File: config.mk
export PLATFORM = sky130hd
export DESIGN_NAME = smb_regfile
export DESIGN_NICKNAME = d
export VERILOG_FILES = /design/src/rtl/smb_pkg.sv /design/src/rtl/smb_line_sync.sv /design/src/rtl/smb_reg_bank.sv /design/src/rtl/smb_protocol.sv /design/src/rtl/smb_regfile.sv
export SDC_FILE = /design/constraint.sdc
export NUM_CORES = 1
export LEC_CHECK = 0
export BUFFER_PORTS_ARGS = -buffer_cell sky130_fd_sc_hd__clkbuf_2
export CAP_MARGIN = 25
export CORE_ASPECT_RATIO = 0.8
export CORE_UTILIZATION = 50
export DETAILED_ROUTE_END_ITERATION = 16
export PLACE_DENSITY = 0.72
export SLEW_MARGIN = 0
export SYNTH_ARGS = -nofsm -noshare
export SYNTH_HDL_FRONTEND = slang
export SYNTH_HIERARCHICAL = 1
export SYNTH_SLANG_ARGS = --single-unit
export TNS_END_PERCENT = 30
File: constraint.sdc
create_clock -name clk -period 2.21 [get_ports clk]
set_input_delay 0.1105 -clock clk [delete_from_list [all_inputs] [get_ports clk]]
set_output_delay 0.1105 -clock clk [all_outputs]
set_load 0.01 [all_outputs]
File: src/rtl/smb_pkg.sv
package smb_pkg;

  // Protocol engine states
  typedef enum logic [3:0] {
    ST_IDLE,
    ST_ADDR,   // receiving address byte
    ST_CMD,    // receiving command byte
    ST_CNT,    // receiving block byte count
    ST_WDAT,   // receiving write data
    ST_ACK,    // slave acknowledge bit
    ST_TX,     // slave sending a byte
    ST_MACK,   // host acknowledge bit after a sent byte
    ST_SKIP    // ignoring the bus until start or stop
  } smb_st_e;

  localparam int BYTE_W = 8;

endpackage

File: src/rtl/smb_line_sync.sv
module smb_line_sync #(
  parameter int STAGES = 2
) (
  input  logic clk,
  input  logic rst,
  input  logic scl_i,
  input  logic sda_i,
  output logic sda_q,
  output logic scl_rise,
  output logic scl_fall,
  output logic start_det,
  output logic stop_det
);

  logic [STAGES-1:0] scl_pipe;
  logic [STAGES-1:0] sda_pipe;
  logic              scl_d;
  logic              sda_d;
  logic              scl_q;

  always_ff @(posedge clk) begin
    if (rst) begin
      scl_pipe <= '1;
      sda_pipe <= '1;
      scl_d    <= 1'b1;
      sda_d    <= 1'b1;
    end else begin
      scl_pipe <= {scl_pipe[STAGES-2:0], scl_i};
      sda_pipe <= {sda_pipe[STAGES-2:0], sda_i};
      scl_d    <= scl_pipe[STAGES-1];
      sda_d    <= sda_pipe[STAGES-1];
    end
  end

  assign scl_q     = scl_pipe[STAGES-1];
  assign sda_q     = sda_pipe[STAGES-1];
  assign scl_rise  = scl_q & ~scl_d;
  assign scl_fall  = ~scl_q & scl_d;
  // Data edges count only while the clock line is high on both samples
  assign start_det = scl_q & scl_d & sda_d & ~sda_q;
  assign stop_det  = scl_q & scl_d & ~sda_d & sda_q;

endmodule

File: src/rtl/smb_reg_bank.sv
module smb_reg_bank #(
  parameter int                NREG    = 8,
  parameter int                PW      = 8,
  parameter logic [NREG*8-1:0] RST_VAL = '0
) (
  input  logic              clk,
  input  logic              rst,
  input  logic              wr_en,
  input  logic [PW-1:0]     wr_addr,
  input  logic [7:0]        wr_data,
  input  logic [PW-1:0]     rd_addr,
  output logic [7:0]        rd_data,
  output logic [NREG*8-1:0] regs_o
);

  localparam int IW = (NREG > 1) ? $clog2(NREG) : 1;

  logic [NREG*8-1:0] bank_q;
  logic [NREG-1:0]   hit;

  // One decoded write enable per register
  for (genvar g = 0; g < NREG; g++) begin : g_dec
    assign hit[g] = wr_en && (wr_addr == PW'(g));
  end

  always_ff @(posedge clk) begin
    if (rst) begin
      bank_q <= RST_VAL;
    end else begin
      for (int i = 0; i < NREG; i++) begin
        if (hit[i]) bank_q[i*8 +: 8] <= wr_data;
      end
    end
  end

  logic [IW-1:0] rd_idx;
  assign rd_idx  = rd_addr[IW-1:0];
  assign rd_data = (rd_addr < PW'(NREG)) ? bank_q[rd_idx*8 +: 8] : 8'h00;
  assign regs_o  = bank_q;

endmodule

File: src/rtl/smb_protocol.sv
module smb_protocol
  import smb_pkg::*;
#(
  parameter logic [6:0] DEV_ADDR = 7'h6B,
  parameter int         NREG     = 8,
  parameter int         PW       = 8
) (
  input  logic          clk,
  input  logic          rst,
  input  logic          sda_q,
  input  logic          scl_rise,
  input  logic          scl_fall,
  input  logic          start_det,
  input  logic          stop_det,
  input  logic [7:0]    rd_data,
  output logic [PW-1:0] rd_addr,
  output logic          wr_en,
  output logic [PW-1:0] wr_addr,
  output logic [7:0]    wr_data,
  output logic          sda_oe,
  output smb_st_e       st_o
);

  smb_st_e       st, nxt;
  logic [3:0]    bitc;
  logic          got;
  logic [7:0]    shreg;
  logic [7:0]    txsh;
  logic [7:0]    cmd;
  logic [PW-1:0] ptr;
  logic [7:0]    remain;
  logic          first_cnt;
  logic          macked;
  logic [7:0]    cnt_val;
  logic [7:0]    tx_next;

  // Pointer stops at its top value so it never wraps back into the bank
  function automatic logic [PW-1:0] bump(input logic [PW-1:0] p);
    return (p == '1) ? p : p + PW'(1);
  endfunction

  assign cnt_val = (ptr < PW'(NREG)) ? 8'(PW'(NREG) - ptr) : 8'h00;
  assign tx_next = first_cnt ? cnt_val : rd_data;
  assign rd_addr = ptr;
  assign st_o    = st;

  always_ff @(posedge clk) begin
    if (rst) begin
      st        <= ST_IDLE;
      nxt       <= ST_IDLE;
      bitc      <= '0;
      got       <= 1'b0;
      shreg     <= '0;
      txsh      <= '0;
      cmd       <= '0;
      ptr       <= '0;
      remain    <= '0;
      first_cnt <= 1'b0;
      macked    <= 1'b0;
      sda_oe    <= 1'b0;
      wr_en     <= 1'b0;
      wr_addr   <= '0;
      wr_data   <= '0;
    end else begin
      wr_en <= 1'b0;
      if (start_det) begin
        st     <= ST_ADDR;
        bitc   <= '0;
        got    <= 1'b0;
        sda_oe <= 1'b0;
      end else if (stop_det) begin
        st     <= ST_IDLE;
        got    <= 1'b0;
        sda_oe <= 1'b0;
      end else begin
        case (st)
          ST_ADDR, ST_CMD, ST_CNT, ST_WDAT: begin
            if (scl_rise) begin
              shreg <= {shreg[6:0], sda_q};
              bitc  <= bitc + 4'd1;
              if (bitc == 4'd7) got <= 1'b1;
            end else if (scl_fall && got) begin
              got  <= 1'b0;
              bitc <= '0;
              case (st)
                ST_ADDR: begin
                  if (shreg[7:1] == DEV_ADDR) begin
                    sda_oe <= 1'b1;
                    st     <= ST_ACK;
                    if (shreg[0]) begin
                      nxt       <= ST_TX;
                      ptr       <= PW'(cmd[6:0]);
                      first_cnt <= ~cmd[7];
                    end else begin
                      nxt <= ST_CMD;
                    end
                  end else begin
                    st <= ST_SKIP;
                  end
                end
                ST_CMD: begin
                  cmd    <= shreg;
                  ptr    <= PW'(shreg[6:0]);
                  remain <= shreg[7] ? 8'd1 : 8'd0;
                  nxt    <= shreg[7] ? ST_WDAT : ST_CNT;
                  sda_oe <= 1'b1;
                  st     <= ST_ACK;
                end
                ST_CNT: begin
                  remain <= shreg;
                  nxt    <= ST_WDAT;
                  sda_oe <= 1'b1;
                  st     <= ST_ACK;
                end
                default: begin // ST_WDAT
                  if (remain != 8'd0) begin
                    remain  <= remain - 8'd1;
                    wr_en   <= 1'b1;
                    wr_addr <= ptr;
                    wr_data <= shreg;
                    ptr     <= bump(ptr);
                    sda_oe  <= 1'b1;
                    nxt     <= ST_WDAT;
                    st      <= ST_ACK;
                  end else begin
                    st <= ST_SKIP;
                  end
                end
              endcase
            end
          end
          ST_ACK: begin
            if (scl_fall) begin
              bitc <= '0;
              st   <= nxt;
              if (nxt == ST_TX) begin
                txsh      <= tx_next;
                sda_oe    <= ~tx_next[7];
                if (!first_cnt) ptr <= bump(ptr);
                first_cnt <= 1'b0;
              end else begin
                sda_oe <= 1'b0;
              end
            end
          end
          ST_TX: begin
            if (scl_rise) begin
              bitc <= bitc + 4'd1;
            end else if (scl_fall) begin
              if (bitc == 4'd8) begin
                sda_oe <= 1'b0;
                bitc   <= '0;
                st     <= ST_MACK;
              end else begin
                txsh   <= {txsh[6:0], 1'b0};
                sda_oe <= ~txsh[6];
              end
            end
          end
          ST_MACK: begin
            if (scl_rise) begin
              macked <= ~sda_q;
            end else if (scl_fall) begin
              if (macked) begin
                st     <= ST_TX;
                txsh   <= tx_next;
                sda_oe <= ~tx_next[7];
                ptr    <= bump(ptr);
              end else begin
                st <= ST_SKIP;
              end
            end
          end
          default: ; // ST_IDLE, ST_SKIP wait for start or stop
        endcase
      end
    end
  end

endmodule

File: src/rtl/smb_regfile.sv
module smb_regfile
  import smb_pkg::*;
#(
  parameter logic [6:0]        DEV_ADDR    = 7'h6B,
  parameter int                NREG        = 8,
  parameter int                SYNC_STAGES = 2,
  parameter logic [NREG*8-1:0] RST_VAL     = 64'h00_00_00_00_00_00_00_00
) (
  input  logic              clk,
  input  logic              rst,
  input  logic              scl_i,
  input  logic              sda_i,
  output logic              sda_oe,
  output logic [NREG*8-1:0] regs_o
);

  localparam int PW = 8;

  logic          sda_q;
  logic          scl_rise;
  logic          scl_fall;
  logic          start_det;
  logic          stop_det;
  logic          wr_en;
  logic [PW-1:0] wr_addr;
  logic [7:0]    wr_data;
  logic [PW-1:0] rd_addr;
  logic [7:0]    rd_data;
  smb_st_e       fsm_st;

  smb_line_sync #(.STAGES(SYNC_STAGES)) u_sync (
    .clk      (clk),
    .rst      (rst),
    .scl_i    (scl_i),
    .sda_i    (sda_i),
    .sda_q    (sda_q),
    .scl_rise (scl_rise),
    .scl_fall (scl_fall),
    .start_det(start_det),
    .stop_det (stop_det)
  );

  smb_protocol #(.DEV_ADDR(DEV_ADDR), .NREG(NREG), .PW(PW)) u_proto (
    .clk      (clk),
    .rst      (rst),
    .sda_q    (sda_q),
    .scl_rise (scl_rise),
    .scl_fall (scl_fall),
    .start_det(start_det),
    .stop_det (stop_det),
    .rd_data  (rd_data),
    .rd_addr  (rd_addr),
    .wr_en    (wr_en),
    .wr_addr  (wr_addr),
    .wr_data  (wr_data),
    .sda_oe   (sda_oe),
    .st_o     (fsm_st)
  );

  smb_reg_bank #(.NREG(NREG), .PW(PW), .RST_VAL(RST_VAL)) u_bank (
    .clk    (clk),
    .rst    (rst),
    .wr_en  (wr_en),
    .wr_addr(wr_addr),
    .wr_data(wr_data),
    .rd_addr(rd_addr),
    .rd_data(rd_data),
    .regs_o (regs_o)
  );

endmodule

After elaboration in Yosys (flattened, before gate mapping)
Index checks and enable logic that the tools add are counted.
Word-level totals
  bits in registers: 142
  input bits: 4
  output and inout port bits: 65
  word-level logic and storage cells: 229
Cells by class
  add/subtract/negate cells: 4
  $lt $le $gt $ge: 1
  eq/ne operators: 52
  shifts and indexed selects: 1
  muxes and demuxes: 82
  bitwise logic cells: 21
  reduce and logical (&&, ||, !) cells: 40
Operator list (count)
  2-to-1 mux 8 bit: 16
  2-to-1 mux 4 bit: 19
  case mux 8 bit (3 select lines): 3
  variable part select 64 x 7 -> 8 bit: 1
  2-to-1 mux 7 bit: 8
  == test 8 x 3 -> 1 bit, second input constant: 4
  2-to-1 mux 1 bit: 26
  == test 4 x 3 -> 1 bit, second input constant: 6
  inequality test 2 x 1 -> 1 bit, second input constant: 12
  case mux 4 bit (3 select lines): 2
  AND reduction 11 bit: 2
  case mux 7 bit (3 select lines): 1
  AND reduction 7 bit: 3
  inequality test 4 x 3 -> 1 bit, second input constant: 5
  AND reduction 9 bit: 2
  == test 8 x 2 -> 1 bit, second input constant: 2
  case mux 4 bit (4 select lines): 1
  inequality test 3 x 2 -> 1 bit, second input constant: 5
  AND reduction 15 bit: 1
  NOT 1 bit: 14
  inequality test 2 bit, second input constant: 6
  inequality test 4 bit, second input constant: 3
  AND reduction 6 bit: 2
  nonzero test 3 bit: 4
  other kinds (31): 53

Depth between registers and ports, before layout
Gate-level depths: netlist of the first run.
  depth in word-level cells: 8
  mapped depth: 10

Hierarchy
The synthesis of the first run kept the hierarchy.
Modules (own cells, without submodules)
  smb_protocol: times used 1, cells each 496, area an instance 3987.6 µm², sequential area each 1421.4 µm²
  smb_reg_bank: times used 1, cells each 282, area an instance 3105.5 µm², sequential area each 1281.2 µm²
  smb_line_sync: times used 1, cells each 16, area an instance 190.2 µm², sequential area each 120.1 µm²

Worst setup path after synthesis of the first run
No wires, ideal clock.
  path kind: register to register
  start point: reg u_sync.scl_d
  end point: reg u_proto.ptr[7] (netlist: u_proto/rd_addr[7])
  setup time: 0.060 ns
  data arrival time: 2.167 ns
  required time: 2.150 ns
  slack: -0.017 ns
  cell stages (with the launch flop): 9
  buffers on the path: 1
  clock period less this slack: 2.227 ns
  path through: dfxtp_1 nor2b_1 buf_2 nor2b_1 o21a_1 or4_1 or4_4 nor4_2 o221a_1
On the way
  elaborated cells between the ends (all ways): 17
  those cells by class: 5 x eq/ne; 10 x bitwise; 2 x reduce/logical
RTL lines
  from (decl): line smb_line_sync.sv:17  | logic scl_d;
  from (signal assigned): line smb_line_sync.sv:30  | scl_d <= scl_pipe[STAGES-1];
  AND 1 bit (*): line smb_line_sync.sv:38  | assign scl_fall = ~scl_q & scl_d;
  named net scl_fall: line smb_regfile.sv:21  | logic scl_fall;
  logical AND 1 bit: line smb_protocol.sv:82  | end else if (scl_fall && got) begin
  inequality test 2 x 1 -> 1 bit (no source line)
  AND reduction 15 bit (no source line) (*)
  to (signal assigned): line smb_protocol.sv:92  | ptr <= PW'(cmd[6:0]);
  to (signal assigned): line smb_protocol.sv:103  | ptr <= PW'(shreg[6:0]);
  to (signal assigned): line smb_protocol.sv:121  | ptr <= bump(ptr);
  to (decl): line smb_protocol.sv:30  | logic [PW-1:0] ptr;
Mark *: on every way through the listed nets, which the timed path passes. The rest lies on a longest branch.
A chain may end at the register's enable or synchronous reset.

Worst setup path in the final report of the first run
  start point: reg u_sync.scl_pipe[1]
  end point: reg u_proto.ptr[7] (netlist: u_proto/rd_addr[7])
On the way
  elaborated cells between the ends (all ways): 17
  those cells by class: 5 x eq/ne; 10 x bitwise; 2 x reduce/logical
RTL lines
  from (decl): line smb_line_sync.sv:15  | logic [STAGES-1:0] scl_pipe;
  from (signal assigned): line smb_line_sync.sv:28  | scl_pipe <= {scl_pipe[STAGES-2:0], scl_i};
  AND 1 bit (*): line smb_line_sync.sv:37  | assign scl_rise = scl_q & ~scl_d;
  named net scl_rise: line smb_regfile.sv:20  | logic scl_rise;
  inequality test 2 bit (no source line)
  AND reduction 15 bit (no source line) (*)
Marks and branches as above.

==> flow_summary.json, run 1 <==
{
  "critPathMaxStageDelay_ns": 0.50,
  "grt_max_degree": 72,
  "critPathLaunch": "u_sync/scl_pipe[1]",
  "cts_tree": "yes",
  "crit_fanout": 8,
  "cp.arrival_ns": 2.65,
  "drv_cap": 0,
  "syn_avg_cell_area_um2": 9.17,
  "cts_buffers": 17,
  "cpMaxStageDelayCell": "or4_4",
  "dieWidth_um": 137,
  "htreeDepth": 4,
  "nets": 924,
  "viasPerCell": 5.65,
  "port_buffers": 68,
  "drive_gt1_share_pct": 27.3,
  "grt_pass1_vias": 5809,
  "fp.dieH_um": 110,
  "ir_drop_mv": 0.600,
  "synth_warnings": 6,
  "synth_most_common_cell": "dfxtp_1",
  "ys_ff_latch": 141,
  "clk_pin_slew_ns": 0.06,
  "cts-root-buf": "clkbuf_16",
  "finalCritPeriodShare_pct": 104,
  "netlist_area_um2": 7280,
  "hold_path_class": "input port to flip-flop",
  "synth_common_cells": "141 x dfxtp_1, 108 x mux2i_1, 79 x nand2b_1",
  "max_freq_mhz": 436,
  "yosys-top-cells-area": "dfxtp_1 39%, mux2i_1 15%, nand2b_1 6.8%, mux4_2 4.9%, nor2_1 3.8%",
  "n_antenna_cell": 0,
  "vias": 6278,
  "syn_nets": 803,
  "place_ws_ns": -0.0913,
  "start_util_pct": 51.1,
  "crit_type": "flip-flop to flip-flop",
  "period_minus_slack_ns": 2.30,
  "netlist.area_leader.share_pct": 38.8,
  "fin_util_pct": 64.0,
  "drt-initial-drc-count": 503,
  "cp_top_family": "simple AND/OR/NAND/NOR gates",
  "violations": "setup timing",
  "hpwl_mm": 13.5,
  "fin_worst_skew_ns": 0.00872,
  "wirelength_mm": 19.5,
  "io_pins": 69,
  "synth_top_area_cell": "dfxtp_1",
  "finalSetupViolCount": 5,
  "syn_inst": 794,
  "outcome": "finished, violations left",
  "grt_overflow": 0,
  "postRouteAntennaNets": 0,
  "leakagePower_nw": 3.86,
  "clk_path_buf_depth": 2,
  "setup-tns-final_ns": -0.185,
  "final_max_slew_viol_count": 0,
  "die_area_um2": 15100,
  "holdCritStartpoint": "rst",
  "critPathCaptureType": "flip-flop",
  "finalInstanceArea_um2": 9120,
  "rsz0062_at_grt": "yes",
  "grt_pass1_wl_mm": 30.4,
  "antenna_found_initial": 0,
  "clk_latency_ns": 0.42,
  "wire_per_inst_um": 17.5,
  "yosysSeqAreaShare_pct": 38.8,
  "fp.coreArea_um2": 14200,
  "cp_num_buf_inv": 0,
  "p_per_area_nw_per_um2": 608,
  "place_congestion": 0.878,
  "worst_hold_slack_ns": 0.186,
  "dp.cells": 1075,
  "placed_area_um2": 8290,
  "hold_violations": 0,
  "worst_slack_ns": -0.0859,
  "final_cells": 1112,
  "critPathLaunchType": "flip-flop",
  "relSlewSlack_pct": 58.1,
  "dr.pass1.iters": 5,
  "numClockSinks": 141,
  "tightest_slew_ns": 0.629,
  "synth_edf_count": 0,
  "drc_errors": 0,
  "ys_async_sr_fraction_pct": 0,
  "crit_required_ns": 2.57,
  "p_total_mw": 5.55,
  "syn2layout_area_growth_pct": 25.2,
  "std_cell_rows": 39,
  "rr_startpoint": "u_sync/scl_pipe[1]",
  "crit_chain": "nor2b_4 -> nor3b_1 -> o21a_1 -> or4_1 -> or4_4 -> nor4_2 -> o221a_1",
  "yosysUniqueCellTypes": 75,
  "synthFlopType": "dfxtp_1",
  "fillCellCount": 1175,
  "grt_util_all_layers_pct": 26.6
}
-- routing by layer --
layer	GRT usage (%)	share of wire [%]	vias to the layer above
met5	0	0	-
met3	5.76	5.9	19
met2	39.0	44	172
met4	7.06	1.1	0
li1	-	-	3071
met1	39.0	49	3016
-- layout make-up --
| class | count | area, um2 | area share, % |
|---|---|---|---|
| repair buffers | 158 | 1110 | 12.2 |
| well taps | 184 | 230 | 2.53 |
| flip-flops and latches | 141 | 2830 | 31.0 |
| multi-input cells | 568 | 4250 | 46.6 |
| inverters | 29 | 109 | 1.19 |
| clock inverters | 12 | 138 | 1.51 |
| clock buffers | 20 | 447 | 4.90 |
-- what timing repair did --
| item | CTS | global route |
|---|---|---|
| buffers inserted | 1 | 0 |
| cloned | 0 | 2 |
| hold endpoints to repair | 2 | 0 |
| hold buffers | 2 | 0 |
| setup endpoints to repair | 12 | 41 |
| pin swaps | 2 | 5 |
| resized for setup | 14 | 30 |
-- power by group --
group | switching (mW) | internal (mW) | total (mW)
Combinational | 0.0983 | 0.0751 | 0.173
Sequential | 0.00603 | 2.55 | 2.55
Clock | 1.12 | 1.70 | 2.82
Total | 1.23 | 4.32 | 5.55
-- registers in the layout, indices dropped and copies added (netlist names) --
signal	cells
u_bank/regs_o	64
u_proto/bitc	4
u_proto/cmd	8
u_proto/first_cnt	1
u_proto/got	1
u_proto/macked	1
u_proto/nxt	3
u_proto/rd_addr	8
u_proto/remain	8
u_proto/sda_oe	1
u_proto/shreg	8
u_proto/st_o	4
u_proto/txsh	7
u_proto/wr_addr	8
u_proto/wr_data	8
u_proto/wr_en	1
u_sync/scl_d	1
u_sync/scl_pipe	2
u_sync/sda_d	1
u_sync/sda_pipe	2
-- path summary, 6_finish.rpt --
kind	end	slack [ns]	depth (start not counted)
hold / removal	u_proto/wr_data[2]	0.19	2
setup reg to reg	u_proto/rd_addr[7]	-0.09	7
setup / recovery	u_proto/rd_addr[7]	-0.09	7
hold reg to reg	u_sync/sda_pipe[1]	0.40	1
-- cell families after synthesis --
kind of cell	count (synthesis)	synth area share, %
adders and majority gates	5	0.859
xor gates and xnor gates	3	0.361
buffers and inverters	85	4.88
muxes	124	19.8
AOI/OAI and AO/OA	133	11.5
DFF	141	38.8
and+or+nand+nor	303	23.8
-- worst reg2reg max path, cell delays in order, from the launching register on --
cell and delay [ns]:
dfxtp_2 0.35, nor2b_4 0.14, nor3b_1 0.13, o21a_1 0.18
or4_1 0.47, or4_4 0.50, nor4_2 0.27, o221a_1 0.22
-- layout by cell type (no fill, tap or decap), drive strengths merged, types with 15 or more instances in the layout --
master / count
dfxtp: 141
mux2i: 108
clkbuf: 89
buf: 87
nand2b: 79
nor2: 73
a21oi: 43
nand2: 34
inv: 30
o21ai: 28
nand3: 21
mux4: 16
nor2b: 16
o22ai: 15
(Power assumes the default switching activity.)
==> run 2: changes to the inputs <==
--- a/config.mk
+++ b/config.mk
@@ -10,6 +10,7 @@
 export CORE_ASPECT_RATIO = 0.8
 export CORE_UTILIZATION = 50
 export DETAILED_ROUTE_END_ITERATION = 16
+export GPL_TIMING_DRIVEN = 0
 export PLACE_DENSITY = 0.72
 export SLEW_MARGIN = 0
 export SYNTH_ARGS = -nofsm -noshare
==> run 2 against run 1 <==
Net effect: critical endpoint unchanged; final area is 1.6% lower; flip-flop and latch count stayed put; the run still ends with setup timing left; sequential share of layout area is 0.60 points higher; die area stayed put; clock power is 14% higher; via count is 2.3% higher.
==> flow_summary.json, run 2 (synthesis results as in run 1) <==
{
  "relSlewSlack_pct": 43.9,
  "finalInstanceArea_um2": 8970,
  "rsz0062_at_grt": "yes",
  "drive_gt1_share_pct": 23.5,
  "dieWidth_um": 137,
  "cp.arrival_ns": 2.65,
  "final_cells": 1092,
  "fp.dieH_um": 110,
  "combPwrFrac_pct": 2.9,
  "std_cell_rows": 39,
  "drv_cap": 0,
  "place_congestion": 0.906,
  "syn2layout_area_growth_pct": 23.1,
  "finalSetupViolCount": 8,
  "max_freq_mhz": 438,
  "dp.cells": 1046,
  "grt_util_all_layers_pct": 27.3,
  "grt_max_degree": 18,
  "largest_reg_flops": 64,
  "wirelength_mm": 20.0,
  "crit_chain": "nor2b_4 -> nor3b_1 -> o21a_1 -> or4_1 -> or4_4 -> buf_6 -> nor4_4 -> o221a_1",
  "fin_worst_skew_ns": 0.00843,
  "fp.coreArea_um2": 14200,
  "worst_slack_ns": -0.0732,
  "ir_drop_mv": 0.536,
  "violations": "setup timing",
  "grt_pass1_wl_mm": 31.1,
  "p_sw_share_pct": 21.9,
  "fillCellCount": 1192,
  "hpwl_mm": 13.7,
  "drc_errors": 0,
  "place_ws_ns": -0.487,
  "power_frac_seq_pct": 43.0,
  "critPathCaptureType": "flip-flop",
  "clockPowerShare_pct": 54.1,
  "placed_area_um2": 7860,
  "cpMaxStageDelayCell": "or4_4",
  "n_antenna_cell": 0,
  "viasPerCell": 5.88,
  "final_max_slew_viol_count": 0,
  "clk_latency_ns": 0.43,
  "antenna_found_initial": 0,
  "nets": 904,
  "critPathMaxStageDelay_ns": 0.50,
  "layout_commonest_cell": "dfxtp_1",
  "period_minus_slack_ns": 2.28,
  "clk_path_buf_depth": 2,
  "cts_tree": "yes",
  "leakagePower_nw": 3.71,
  "grt_pass1_vias": 5765,
  "outcome": "finished, violations left",
  "cts-root-buf": "clkbuf_16",
  "io_pins": 69,
  "critPathLaunchType": "flip-flop",
  "finalCritPeriodShare_pct": 103,
  "cts_buffers": 17,
  "crit_fanout": 5,
  "wire_per_inst_um": 18.3,
  "reg2reg_slack_ns": -0.07,
  "tightest_slew_ns": 0.840,
  "worst_hold_slack_ns": 0.115,
  "final_cell_mix": "131 x dfxtp_1, 108 x mux2i_1, 79 x nand2b_1, 75 x clkbuf_2, 69 x nor2_1",
  "vias": 6425,
  "port_buffers": 68,
  "crit_type": "flip-flop to flip-flop",
  "drt-initial-drc-count": 690,
  "dr.pass1.iters": 6,
  "crit_required_ns": 2.58,
  "htreeDepth": 4,
  "hold_violations": 0,
  "hold_path_class": "input port to flip-flop",
  "power.internal_mw": 4.64,
  "p_switching_mw": 1.30,
  "p_per_area_nw_per_um2": 662,
  "clk_pin_slew_ns": 0.06,
  "grt_overflow": 0,
  "die_area_um2": 15100,
  "postRouteAntennaNets": 0,
  "numClockSinks": 141,
  "start_util_pct": 51.1
}
run 2: repair_timing:
item / CTS / global route
pin swaps: 9 / 6
hold endpoints to repair: 2 / 0
endpoints found under the setup margin: 68 / 64
buffers inserted: 7 / 6
gates cloned: 1 / 0
gates resized for setup: 39 / 53
hold buffers: 2 / 0
run 2: power groups by stage:
stage	sequential, mW	combinational [mW]	clock (mW)
2_1_floorplan	2.61	0.106	0
3_3_place_gp	2.61	0.151	0
3_5_place_dp	2.61	0.150	0
4_1_cts	2.55	0.163	3.25
5_1_grt	2.55	0.182	3.38
6_report	2.55	0.172	3.21
run 2: routing by layer:
metal | GRT usage [%] | wire (um)
met5 | 0 | 0
met4 | 7.85 | 237
met3 | 5.81 | 1610
met2 | 39.0 | 8630
met1 | 40.7 | 9540
run 2: area by class of cell:
cell class | count | area [um2] | share of cell area, %
clock inverter | 14 | 231 | 2.58
inverter | 29 | 109 | 1.21
buffer | 54 | 295 | 3.29
clock buffer | 18 | 429 | 4.79
timing repair buffer | 84 | 518 | 5.78
multi-input combinational | 568 | 4320 | 48.1
sequential | 141 | 2840 | 31.6
tap | 184 | 230 | 2.57
run 2: final timing paths:
| path | start | endpoint | cells past startpoint |
|---|---|---|---|
| min | rst | u_sync/sda_pipe[0] | 2 |
| max | u_sync/scl_pipe[1] | u_proto/rd_addr[7] | 8 |
| min reg2reg | u_sync/scl_pipe[0] | u_sync/scl_pipe[1] | 1 |
| max reg2reg | u_sync/scl_pipe[1] | u_proto/rd_addr[7] | 8 |
run 2: worst max-delay path, delay by kind of cell, from the launching register on:
family / cells / cell delay (ns)
AO/OA/AOI/OAI: 2 / 0.40
buffers and inverters: 1 / 0.16
flip-flops: 1 / 0.35
AND/OR/NAND/NOR: 5 / 1.33
run 2: through the flow:
step	power (mW)	TNS (ns)	utilization, %
finish	5.94	-0.238	62.9
global route	6.11	-0.830	62.9
CTS	5.96	-1.53	61.4
detailed placement	2.76	-18.57	55.1
global placement	2.76	-18.16	55.1
floorplan	2.71	-0.0141	-
